### config.mk
export PLATFORM = sky130hd
export DESIGN_NAME = spi_word_master
export DESIGN_NICKNAME = d
export VERILOG_FILES = /design/src/rtl/spi_word_master.sv
export SDC_FILE = /design/constraint.sdc
export NUM_CORES = 1
export LEC_CHECK = 0
export BUFFER_PORTS_ARGS = -buffer_cell sky130_fd_sc_hd__buf_2
export CAP_MARGIN = 30
export CORE_ASPECT_RATIO = 0.8
export CORE_MARGIN = 2
export CORE_UTILIZATION = 54
export DETAILED_ROUTE_END_ITERATION = 6
export PLACE_DENSITY = 0.72
export SLEW_MARGIN = 10
export SYNTH_ARGS = -nofsm -noshare
export SYNTH_HDL_FRONTEND = slang
export SYNTH_SLANG_ARGS = --single-unit
### constraint.sdc
create_clock -name clk -period 2.7 [get_ports clk]
set_input_delay 0.27 -clock clk [delete_from_list [all_inputs] [get_ports clk]]
set_output_delay 0.27 -clock clk [all_outputs]
set_load 0.005 [all_outputs]
### src/rtl/spi_word_master.sv
module spi_word_master #(
  parameter int DIV_W = 3
) (
  input  logic        clk,
  input  logic        rst_n,
  input  logic [3:0]  bus_addr,
  input  logic        bus_we,
  input  logic [15:0] bus_wdata,
  output logic [15:0] bus_rdata,
  output logic        sclk,
  output logic        mosi,
  output logic [1:0]  cs_n,
  input  logic        miso,
  output logic        irq_wr,
  output logic        irq_rd
);
  localparam int CNT_W = 2 * ((1 << DIV_W) - 1) + 1;

  logic             r_en, r_ie_wr, r_ie_rd, r_edge, r_pol, r_trig, r_csel;
  logic [DIV_W-1:0] r_div;
  logic [4:0]       r_len;
  logic [31:0]      r_tx, r_rx, sr_tx, sr_rx;
  logic             st_wr, st_rd, pend_wr, pend_rd;
  logic             busy, half, is_rd, cur_cs;
  logic [5:0]       bits;
  logic [CNT_W-1:0] cnt;
  logic             raw_wq, raw_rq;

  wire we_cfg  = bus_we && bus_addr[3:1] == 3'd0;
  wire we_mode = bus_we && bus_addr[3:1] == 3'd1;
  wire we_cmd  = bus_we && bus_addr[3:1] == 3'd2;
  wire we_flag = bus_we && bus_addr[3:1] == 3'd3;
  wire we_txl  = bus_we && bus_addr[3:1] == 3'd4;
  wire we_txh  = bus_we && bus_addr[3:1] == 3'd5;

  wire [5:0]       eff_len = (r_len <= 5'd7) ? 6'd16 : {1'b0, r_len} + 6'd1;
  wire [CNT_W-1:0] lim_m1  = (CNT_W'(1) << {r_div, 1'b0}) - CNT_W'(1);
  wire             start   = !busy && r_en && (pend_wr || pend_rd);
  wire             tick    = busy && r_en && cnt == lim_m1;

  always_ff @(posedge clk or negedge rst_n) begin
    if (!rst_n) begin
      r_en <= 1'b0; r_ie_wr <= 1'b0; r_ie_rd <= 1'b0; r_div <= '0;
      r_edge <= 1'b0; r_pol <= 1'b0; r_trig <= 1'b0;
      r_len <= '0; r_csel <= 1'b0; r_tx <= '0; r_rx <= '0;
      st_wr <= 1'b0; st_rd <= 1'b0; pend_wr <= 1'b0; pend_rd <= 1'b0;
      busy <= 1'b0; half <= 1'b0; is_rd <= 1'b0; cur_cs <= 1'b0;
      bits <= '0; cnt <= '0; sr_tx <= '0; sr_rx <= '0;
      raw_wq <= 1'b0; raw_rq <= 1'b0;
    end else begin
      if (we_cfg) begin
        r_en <= bus_wdata[0]; r_div <= bus_wdata[DIV_W:1];
        r_ie_wr <= bus_wdata[4]; r_ie_rd <= bus_wdata[5];
      end
      if (we_mode) begin
        r_edge <= bus_wdata[0]; r_pol <= bus_wdata[5]; r_trig <= bus_wdata[10];
      end
      if (we_cmd) begin
        r_len <= bus_wdata[6:2]; r_csel <= bus_wdata[7];
      end
      if (we_txl) r_tx[15:0]  <= bus_wdata;
      if (we_txh) r_tx[31:16] <= bus_wdata;

      if (start) begin
        if (pend_wr) pend_wr <= 1'b0;
        else         pend_rd <= 1'b0;
      end
      if (we_cmd && bus_wdata[1]) pend_wr <= 1'b1;
      if (we_cmd && bus_wdata[0]) pend_rd <= 1'b1;

      if (we_flag) begin
        st_wr <= st_wr & bus_wdata[1];
        st_rd <= st_rd & bus_wdata[0];
      end
      if (we_cmd && bus_wdata[1]) st_wr <= 1'b0;
      if (we_cmd && bus_wdata[0]) st_rd <= 1'b0;

      if (start) begin
        busy <= 1'b1; half <= 1'b0; cnt <= '0; is_rd <= !pend_wr;
        cur_cs <= r_csel; bits <= eff_len; sr_tx <= r_tx; sr_rx <= '0;
      end else if (busy && r_en) begin
        if (!tick) cnt <= cnt + CNT_W'(1);
        else begin
          cnt <= '0;
          if (!half) begin
            half <= 1'b1;
            if (is_rd) sr_rx <= {sr_rx[30:0], miso};
          end else begin
            half <= 1'b0;
            if (bits == 6'd1) begin
              busy <= 1'b0;
              if (is_rd) begin st_rd <= 1'b1; r_rx <= sr_rx; end
              else st_wr <= 1'b1;
            end else begin
              bits  <= bits - 6'd1;
              sr_tx <= {sr_tx[30:0], 1'b0};
            end
          end
        end
      end

      raw_wq <= r_ie_wr && st_wr;
      raw_rq <= r_ie_rd && st_rd;
    end
  end

  assign sclk  = busy && (half ~^ r_edge);
  assign mosi  = busy && !is_rd && sr_tx[31];
  assign cs_n  = {!(busy && cur_cs), !(busy && !cur_cs)};

  wire raw_w = r_ie_wr && st_wr;
  wire raw_r = r_ie_rd && st_rd;
  wire act_w = r_trig ? raw_w && !raw_wq : raw_w;
  wire act_r = r_trig ? raw_r && !raw_rq : raw_r;
  assign irq_wr = r_pol ? act_w : !act_w;
  assign irq_rd = r_pol ? act_r : !act_r;

  always_comb begin
    bus_rdata = '0;
    case (bus_addr[3:1])
      3'd0: begin
        bus_rdata[0] = r_en; bus_rdata[DIV_W:1] = r_div;
        bus_rdata[4] = r_ie_wr; bus_rdata[5] = r_ie_rd;
      end
      3'd1: begin
        bus_rdata[0] = r_edge; bus_rdata[5] = r_pol; bus_rdata[10] = r_trig;
      end
      3'd2: bus_rdata = {8'd0, r_csel, r_len, 2'b00};
      3'd3: bus_rdata = {14'd0, st_wr, st_rd};
      3'd4: bus_rdata = r_tx[15:0];
      3'd5: bus_rdata = r_tx[31:16];
      3'd6: bus_rdata = r_rx[15:0];
      default: bus_rdata = r_rx[31:16];
    endcase
  end

  assert_hold_while_off_R2: assert property (@(posedge clk) disable iff (!rst_n)
    (!busy && !r_en) |=> !busy);

  assert_sclk_frozen_R2: assert property (@(posedge clk) disable iff (!rst_n)
    (busy && !r_en && !we_mode) |=> $stable(sclk));

  assert_single_cs_R7: assert property (@(posedge clk) disable iff (!rst_n)
    $onehot0(~cs_n));

  assert_rd_flag_source_R8: assert property (@(posedge clk) disable iff (!rst_n)
    $rose(st_rd) |-> $past(busy && is_rd));

  assert_wr_flag_source_R8: assert property (@(posedge clk) disable iff (!rst_n)
    $rose(st_wr) |-> $past(busy && !is_rd));

  assert_pulse_one_cycle_R10: assert property (@(posedge clk) disable iff (!rst_n)
    (r_trig && irq_rd == r_pol) |=> (!r_trig || !$stable(r_pol) || irq_rd != r_pol));
endmodule

**Yosys cells after proc, flatten, opt, wreduce, memory -nomap -nowiden**

Index checks and enable logic that the tools add are counted.

- Add/sub/neg operators: 4
- Order comparisons: 1
- Eq/ne operators: 11
- Shift operators: 1
- Muxes and demuxes: 59
- Bitwise gates (word level): 4
- Reduce and logical (&&, ||, !) cells: 49

Operators with widths:

| operator | count |
|---|---|
| two-way mux 32 bit | 10 |
| two-way mux 15 bit | 3 |
| two-way mux 6 bit | 6 |
| two-way mux 1 bit | 34 |
| one-hot mux 4 bit (7 select lines) | 1 |
| logical AND 1 bit | 21 |
| one-hot mux 4 bit (5 select lines) | 1 |
| one-hot mux 5 bit (4 select lines) | 1 |
| adder 15 x 1 -> 15 bit (second input constant) | 1 |
| equality test 15 bit | 1 |
| << shifter 1 x 4 -> 15 bit (first input constant) | 1 |
| subtractor 15 x 2 -> 15 bit (second input constant) | 1 |
| one-hot mux 1 bit (7 select lines) | 2 |
| nonzero test 2 bit | 7 |
| AND reduction 4 bit | 3 |
| logical NOT 1 bit | 10 |
| equality test 3 bit (second input constant) | 3 |
| adder 5 x 1 -> 6 bit (second input constant) | 1 |
| equality test 3 x 2 -> 1 bit (second input constant) | 2 |
| equality test 6 x 1 -> 1 bit (second input constant) | 1 |
| AND reduction 6 bit | 1 |
| OR reduction 3 bit | 2 |
| subtractor 6 x 1 -> 6 bit (second input constant) | 1 |
| <= comparator 5 x 3 -> 1 bit (second input constant) | 1 |
| other kinds (11) | 14 |

- Flip-flop bits (word level): 174
- Input bits: 24
- Output and inout port bits: 22
- Word-level logic and storage cells: 155

**Depth between registers and ports, before layout**

Gate-level depths: netlist of run 1.

- Depth after elaboration: 10
- Gate-level depth with buffers: 9
- Mapped depth without buffers: 8

**Worst setup path after synthesis of run 1**

OpenSTA, ideal clock, no wires.

- Kind: register to register
- Start: register cnt[5]
- End: register bits[5]
- Library setup time: 0.082 ns
- Arrival time: 2.397 ns
- Data required time: 2.618 ns
- Slack: 0.221 ns
- Stages on the path, launching flop included: 9
- Buffers on the path: 2
- Period minus slack after synthesis: 2.479 ns
- Cell sequence: dfrtp_1 -> buf_2 -> a211o_1 -> a2111oi_2 -> o22ai_2 -> or3_4 -> buf_6 -> or4_1 -> a31oi_1

- Cells in the longest elaborated chain, start to end: 4

Ends and longest elaborated chain:

| what | RTL line | text |
|---|---|---|
| start, declared | 26 | `logic [CNT_W-1:0] cnt;` |
| start signal, assigned | 82 | `if (!tick) cnt <= cnt + CNT_W'(1);` |
| equality test 15 bit | 39 | `wire tick = busy && r_en && cnt == lim_m1;` |
| logical AND 1 bit | 39 |  |
| nonzero test 2 bit (no source line) | n/a |  |
| AND reduction 4 bit (no source line) | n/a |  |
| end signal, assigned | 95 | `bits <= bits - 6'd1;` |
| end, declared | 25 | `logic [5:0] bits;` |

No other way between the ends.
A chain may end at the register's enable or synchronous reset.

**Final worst setup path of run 1**

- Start: register r_div[0]
- End: register bits[3]

- Cells in the longest elaborated chain, start to end: 6

Ends and longest elaborated chain:

| what | RTL line | text |
|---|---|---|
| start, declared | 20 | `logic [DIV_W-1:0] r_div;` |
| start signal, assigned | 52 | `r_en <= bus_wdata[0]; r_div <= bus_wdata[DIV_W:1];` |
| << shifter 1 x 4 -> 15 bit | 37 | `wire [CNT_W-1:0] lim_m1 = (CNT_W'(1) << {r_div, 1'b0}) - CNT_W'(1);` |
| subtractor 15 x 2 -> 15 bit | 37 |  |
| equality test 15 bit | 39 |  |
| logical AND 1 bit | 39 |  |
| nonzero test 2 bit (no source line) | n/a |  |
| AND reduction 4 bit (no source line) | n/a |  |

No other way between the ends.

==> results of run 1 <==
## cell type report
type                       count  area share [%]
clock buffer                  22            5.35
timing repair buffer          66            4.85
clock inverter                10            1.71
inverter                       9           0.366
tap                          184            2.49
multi-input combinational    454            38.1
sequential                   174            47.1
## flip-flops by register name (all words and copies together), names as in the netlist, 3 cells and up
name,flops
r_rx,32
bits,6
r_len,5
r_div,3
cnt,15
sr_rx,32
sr_tx,32
r_tx,32
## synth_stat cells (10+ instances only)
cell / count
sky130_fd_sc_hd__o22ai_1: 33
sky130_fd_sc_hd__buf_2: 13
sky130_fd_sc_hd__xor2_1: 13
sky130_fd_sc_hd__a2bb2oi_1: 34
sky130_fd_sc_hd__nor3_1: 10
sky130_fd_sc_hd__dfrtp_1: 174
sky130_fd_sc_hd__o21ai_0: 18
sky130_fd_sc_hd__nor2_1: 64
sky130_fd_sc_hd__mux4_2: 10
sky130_fd_sc_hd__nand3_1: 11
sky130_fd_sc_hd__nand2_1: 41
sky130_fd_sc_hd__mux2_2: 82
sky130_fd_sc_hd__mux2i_1: 37
sky130_fd_sc_hd__clkbuf_1: 22
## power by group through the flow
stage | sequential (mW) | combinational [mW] | clock (mW)
after CTS | 3.60 | 1.29 | 2.70
after global placement | 3.61 | 1.23 | 0
after detailed placement | 3.63 | 1.28 | 0
after floorplan | 3.42 | 0.969 | 0
after global routing | 3.69 | 1.42 | 2.81
final | 3.63 | 1.28 | 2.65
## logic make-up (layout without fill, tap and decap cells)
group	Yosys count	count (layout)	synth area share (%)
adders and majority gates	4	4	0.620
muxes	129	129	18.8
AOI/OAI and AO/OA	133	133	12.1
DFF	174	174	53.9
buffers and inverters	52	107	2.71
and+or+nand+nor	167	167	9.57
xor gates and xnor gates	21	21	2.28
## worst paths after layout
check	start	to	slack, ps	cells after the start
min in group asynchronous	rst_n	sr_tx[30]	420	2
max	r_div[0]	bits[3]	140	6
max reg2reg	r_div[0]	bits[3]	140	6
min reg2reg	cur_cs	cur_cs	500	2
max in group asynchronous	rst_n	r_div[1]	1480	3
min	bus_wdata[14]	r_tx[30]	90	2
## layout by cell type, fill, tap and decap left out, types with 5 or more instances in the layout
cell	n
sky130_fd_sc_hd__mux2i_1	37
sky130_fd_sc_hd__mux2_2	82
sky130_fd_sc_hd__o21ai_0	18
sky130_fd_sc_hd__and2_1	9
sky130_fd_sc_hd__a2bb2oi_1	34
sky130_fd_sc_hd__clkbuf_8	5
sky130_fd_sc_hd__mux4_2	10
sky130_fd_sc_hd__dfrtp_1	173
sky130_fd_sc_hd__nor3_1	10
sky130_fd_sc_hd__o22ai_1	33
sky130_fd_sc_hd__nand4_1	5
sky130_fd_sc_hd__a21oi_1	5
sky130_fd_sc_hd__nor2b_1	5
sky130_fd_sc_hd__clkbuf_16	17
sky130_fd_sc_hd__nor2_1	63
sky130_fd_sc_hd__or3_1	5
sky130_fd_sc_hd__nand2_1	41
sky130_fd_sc_hd__buf_2	43
sky130_fd_sc_hd__nand3_1	11
sky130_fd_sc_hd__buf_4	16
sky130_fd_sc_hd__xnor2_1	8
sky130_fd_sc_hd__and3_1	6
sky130_fd_sc_hd__xor2_1	13
sky130_fd_sc_hd__inv_1	9
## what timing repair did
item	4_1_cts	5_1_grt
gates resized for setup	0	2
endpoints found under the hold margin	70	0
setup endpoints to repair	0	34
hold buffers	1	0
## critical path: stages (launching register included)
cell and delay (ps):
sky130_fd_sc_hd__dfrtp_1 480, sky130_fd_sc_hd__or2_1 300, sky130_fd_sc_hd__a2111oi_2 380, sky130_fd_sc_hd__o22ai_2 170
sky130_fd_sc_hd__or3_4 450, sky130_fd_sc_hd__or4_1 520, sky130_fd_sc_hd__a31oi_1 180
## metrics by stage
step	cell area (µm²)	util, %	instances	worst slack (ps)
finish	9240	64.0	919	137
detailed placement	8570	59.4	886	123
floorplan	8080	-	680	221
global route	9240	64.0	919	44.7
global placement	8570	59.4	886	189
CTS	9240	63.9	919	111
## routing by layer
layer / share of wire, % / GRT usage [%] / up-vias
met4: 1.7 / 7.33 / 0
met2: 44 / 35.0 / 203
met5: 0 / 0 / -
met1: 48 / 37.9 / 2895
li1: - / - / 2581
met3: 6.6 / 5.50 / 24
==> metrics.md, run 1 <==
| Metric | Value |
|---|---|
| Status | finished clean |
| Clock tree from TritonCTS | yes |
| Deepest level of the CTS H-tree | 4 |
| Die outline height | 113 µm |
| Routability-driven placement congestion ratio | 0.877 |
| Final min period | 2560 ps |
| Max-slew violation total from the final report | 0 |
| Std-Cell Rows | 39 |
| Startpoint type of the worst setup path | flop |
| Unique masters post-synth | 53 |
| Filler cell count | 1,073 |
| Period Utilization, post-route | 94.9% |
| Width of the die | 141 µm |
| Fraction of final layout cells sized beyond drive strength 1 | 26.8% |
| Sinks on Clock Net | 174 |
| Iteration count of the initial detailed-routing pass | 5 |
| Root buf cell | sky130_fd_sc_hd__clkbuf_16 |
| Maximum number of pins on one net before global-route repair | 73 |
| Vias in the first global route | 5,511 |
| All-Layer GR Usage | 24.5% |
| Total global routing overflow | 0 |
| Post-Syn Nets | 708 |
| Share of total power in the clock network | 35.0% |
| Nets | 750 |
| Via count normalized by instance count | 6.21 |
| Overall via count from detail_route | 5,703 |
| Number of synthesized register bits | 174 |
| Post-CTS Repair Setup Buffers | 0 |
| Area inside the core boundary | 14,400 µm² |
| Antenna violations before repair | 0 |
| Effective utilization at floorplan | 55.9% |
| Total clock buffers created by CTS | 17 |
| Critical path fanouts, max | 9 |
| Setup repair after global routing missed its margin | false |
| Class of the tightest hold or removal check | input pin to flop |
| Critical path data arrival time | 2910 ps |
| Share of async-settable or async-resettable flops after synthesis | 100% |
| Cell type with the largest total area after synthesis | sky130_fd_sc_hd__dfrtp_1 |
| Post-route setup TNS | 0 ps |
| Kind of critical path | flop to flop |
| Total detailed-routing wirelength | 18.6 mm |
| Tightest slew margin relative to the limit | 44.5% |
| Number of cells produced by synthesis | 680 |
| Remaining design rule violation count | 0 |
| Switching Power | 2.11 mW |
| Data required time at the worst endpoint | 3050 ps |
| First-pass GRT wire length | 30.2 mm |
| Area overhead of the layout relative to synthesis | 14.4% |
| I/O pin total | 46 |
| Synth warnings | 0 |
| Worst IR drop on VDD | 0.408 mV |
| Number of DRC markers after the initial detailed-route iteration | 614 |
| Critical path capture point type | flop |
| Area used by multi-input combinational logic | 3520 µm² |
| Post-layout total power | 7.57 mW |
| Reg area | 4360 µm² |
| P_leak | 4.25 nW |
| Synthesized area divided by synthesized cell count | 11.9 µm² |
| Dominant cells by area after synthesis | sky130_fd_sc_hd__dfrtp_1, sky130_fd_sc_hd__mux2_2, sky130_fd_sc_hd__mux2i_1 |
| HPWL Detailed | 12.4 mm |
| Clock transition at the registers of the reported paths | 70 ps |
| Dominant register cell in the synthesized netlist | sky130_fd_sc_hd__dfrtp_1 |
| Share of total power in sequential cells | 48.0% |
| Antenna Violating Nets Remaining | 0 |
| Number of flops mapped to enable cells by yosys | 0 |
| Port buffer count | 44 |
| Share of synthesized area occupied by flip-flops and latches | 53.9% |
| Die Footprint | 16,000 µm² |
| ANT cells | 0 |
| Slew @ Worst Pin | 826 ps |
| Peak clock frequency supported by timing | 390 MHz |
| Clock latency reported for the late side of the worst-skew pair | 420 ps |
| Hold Fails Final Rpt | 0 |
| Internal cell power | 5.45 mW |
| Layout Skew | 9.72 ps |
| Wire per inst | 20.2 µm |
| Max-cap check violation count | 0 |
| Tightest hold margin | 93.1 ps |
| Buffer depth of the longest clock path | 2 |
| Final number of setup-violating endpoints | 0 |
| Combined area of all synthesized cells | 8080 µm² |
| Total power per unit cell area | 819 nW/µm² |
| Net switching fraction of the power | 27.9% |
| Area fraction of the dominant cell type after synthesis | 53.9% |
| Combinational cell fraction of total power | 17.0% |
Note: power is estimated with default switching activity, not from simulation.
==> run 2: changes to the inputs <==
- clock period: 2.7 -> 2.9 ns (I/O delays scaled with it)
==> run 2 against run 1 <==
  * Fmax down 2.9%
  * Register-to-register slack better by 120 ps
  * Cell count down 0.33%
  * Critical path depth up 2
  * Clock-buffer cell count down 1
  * Global-route usage up 0.37 points
  * Non-clock buffer count down 2
  * Die area unchanged
  * Sequential cell count unchanged
  * Clock power down 12%
  * Power down 8.4%
  * Setup slack better by 120 ps
  * Critical endpoint is now r_rx[25]
  * Largest cell class unchanged
  * Highest routed layer unchanged
==> metrics.md, run 2 (same netlist as run 1, synthesis figures left out) <==
| Metric | Value |
|---|---|
| Post-layout total power | 6.93 mW (-8.4%) |
| Cells along the critical path | a211o_1 -> a2111oi_2 -> o22ai_2 -> buf_4 -> nor2_1 -> nand2_1 -> buf_4 -> mux2_2 |
| Tightest hold margin | 106 ps (+13.3 ps) |
| Routability-driven placement congestion ratio | 0.840 (-4.2%) |
| Antenna Violating Nets Remaining | 0 (unchanged) |
| Period Utilization, post-route | 91.1% (-3.9 points) |
| Total detailed-routing wirelength | 18.9 mm (+2.0%) |
| Vias in the first global route | 5,597 (+1.6%) |
| All-Layer GR Usage | 24.9% (+0.37 points) |
| Total power per unit cell area | 757 nW/µm² (-7.6%) |
| Most frequent cells in the layout | sky130_fd_sc_hd__dfrtp_1, sky130_fd_sc_hd__mux2_2, sky130_fd_sc_hd__nor2_1 |
| HPWL Detailed | 13.0 mm (+5.0%) |
| ANT cells | 0 (unchanged) |
| I/O pin total | 46 (unchanged) |
| Total clock buffers created by CTS | 17 (unchanged) |
| Critical path data arrival time | 2950 ps (+40 ps) |
| Worst IR drop on VDD | 0.355 mV (-13%) |
| Iteration count of the initial detailed-routing pass | 5 (unchanged) |
| Final min period | 2640 ps (+77.6 ps) |
| Delay of the slowest cell on the worst path | 500 ps (-20 ps) |
| Placed instance area | 8550 µm² (-0.32%) |
| Clock latency reported for the late side of the worst-skew pair | 430 ps (about the same) |
| Number of DRC markers after the initial detailed-route iteration | 546 (-11%) |
| Kind of critical path | flop to flop |
| Post-CTS Repair Setup Buffers | 0 (unchanged) |
| Most frequent cell on the critical path | sky130_fd_sc_hd__buf_4 |
| Std-Cell Rows | 39 (unchanged) |
| Largest delay contributor family on the critical path | compound AO/OA/AOI/OAI gates |
| Fraction of final layout cells sized beyond drive strength 1 | 26.2% (-0.57 points) |
| Status | finished clean |
| Number of non-filler instances in the completed layout | 916 (-0.33%) |
| Hold_buf cts | 1 (unchanged) |
| Overall via count from detail_route | 5,705 (+0.035%) |
| Area inside the core boundary | 14,400 µm² (unchanged) |
| Maximum number of pins on one net before global-route repair | 60 (-18%) |
| Peak clock frequency supported by timing | 379 MHz (-2.9%) |
| Remaining design rule violation count | 0 (unchanged) |
| Area overhead of the layout relative to synthesis | 13.4% |
| Critical path fanouts, max | 32 (+23) |
| First-pass GRT wire length | 30.5 mm (+1.2%) |
| Area used by multi-input combinational logic | 3520 µm² (unchanged) |
| Deepest level of the CTS H-tree | 4 (unchanged) |
| Sinks on Clock Net | 174 (unchanged) |
| Wire per inst | 20.7 µm (+2.3%) |
| Data required time at the worst endpoint | 3210 ps (+160 ps) |
| CP max stage cell | sky130_fd_sc_hd__dfrtp_1 |
| Clock transition at the registers of the reported paths | 60 ps (about the same) |
| Effective utilization at floorplan | 55.9% (unchanged) |
| Post-route setup TNS | 0 ps (unchanged) |
| Max-cap check violation count | 0 (unchanged) |
| Post-layout instance area | 9160 µm² (-0.83%) |
| Buf+Inv Stages, Crit Path | 2 (+2) |
| Port buffer count | 44 (unchanged) |
| Setup repair after global routing missed its margin | false |
| Reg area | 4350 µm² (about the same) |
| Nets | 748 (-0.27%) |
| Critical path capture point type | flop |
| Number of instances in the placed design | 884 (-0.23%) |
| Die Footprint | 16,000 µm² (unchanged) |
| Root buf cell | sky130_fd_sc_hd__clkbuf_16 |
| Via count normalized by instance count | 6.23 (+0.36%) |
| Width of the die | 141 µm (unchanged) |
| P_leak | 4.22 nW (-0.80%) |
| Startpoint type of the worst setup path | flop |
| Tightest slew margin relative to the limit | 47.0% (+2.5 points) |
| Cells resized by post-CTS repair | 0 (unchanged) |
| Buffer depth of the longest clock path | 2 (unchanged) |
| Antenna violations before repair | 0 (unchanged) |
| Die outline height | 113 µm (unchanged) |
| Total global routing overflow | 0 (unchanged) |
| Filler cell count | 1,116 (+4.0%) |
| Clock tree from TritonCTS | yes |
| Max-slew violation total from the final report | 0 (unchanged) |
| Slew @ Worst Pin | 789 ps (-36.7 ps) |
| Most common library cell in the layout ignoring fill and taps | sky130_fd_sc_hd__dfrtp_1 |
| Hold Fails Final Rpt | 0 (unchanged) |
| Final number of setup-violating endpoints | 0 (unchanged) |
| Class of the tightest hold or removal check | input pin to flop |
| Layout Skew | 8.57 ps (-1.15 ps) |
run 2: changes by cell type in the layout (fill, tap and decap cells not counted), sizes merged:
cell / before / now
bufinv: 4 / 3
clkinv: 3 / 5
clkbuf: 22 / 21
clkinvlp: 3 / 2
buf: 65 / 63
run 2: tightest hold or removal path: cells and delay by family:
family        cells  cell delay, ps
buf+inv           1              80
simple gates      1              70
mux               1              50
run 2: where the power goes:
| group | internal [mW] | total, mW | switching (mW) |
|---|---|---|---|
| logic | 0.634 | 1.21 | 0.577 |
| registers | 2.89 | 3.38 | 0.494 |
| clock network | 1.42 | 2.34 | 0.922 |
run 2: worst paths after layout:
kind,startpoint,to,cells past startpoint,slack (ps)
hold / removal,miso,sr_rx[0],3,110
max in group asynchronous,rst_n,r_div[1],3,1580
setup reg to reg,r_div[1],r_rx[25],8,260
hold reg to reg,r_rx[31],r_rx[31],1,500
min in group asynchronous,rst_n,sr_tx[13],2,410
setup / recovery,r_div[1],r_rx[25],8,260
run 2: metrics by stage:
step / utilization [%] / setup slack (ps)
2_1_floorplan: - / 421
3_3_place_gp: 59.2 / 365
3_5_place_dp: 59.2 / 280
4_1_cts: 63.4 / 261
5_1_grt: 63.4 / 60.5
6_report: 63.4 / 259
run 2: cell type report:
class	count	share of cell area (%)
clock buffers	21	5.13
multi-input cells	454	38.4
inverters	9	0.369
repair buffers	64	4.55
well taps	184	2.51
clock inverters	10	1.50
flip-flops and latches	174	47.5
run 2: metal layers:
| layer | routed length, µm | up-vias | GRT usage (%) |
|---|---|---|---|
| met5 | 0 | - | 0 |
| met4 | 361 | 0 | 8.80 |
| met3 | 1160 | 22 | 5.71 |
| met2 | 8480 | 181 | 36.3 |
| met1 | 8930 | 2923 | 37.0 |
| li1 | - | 2579 | - |
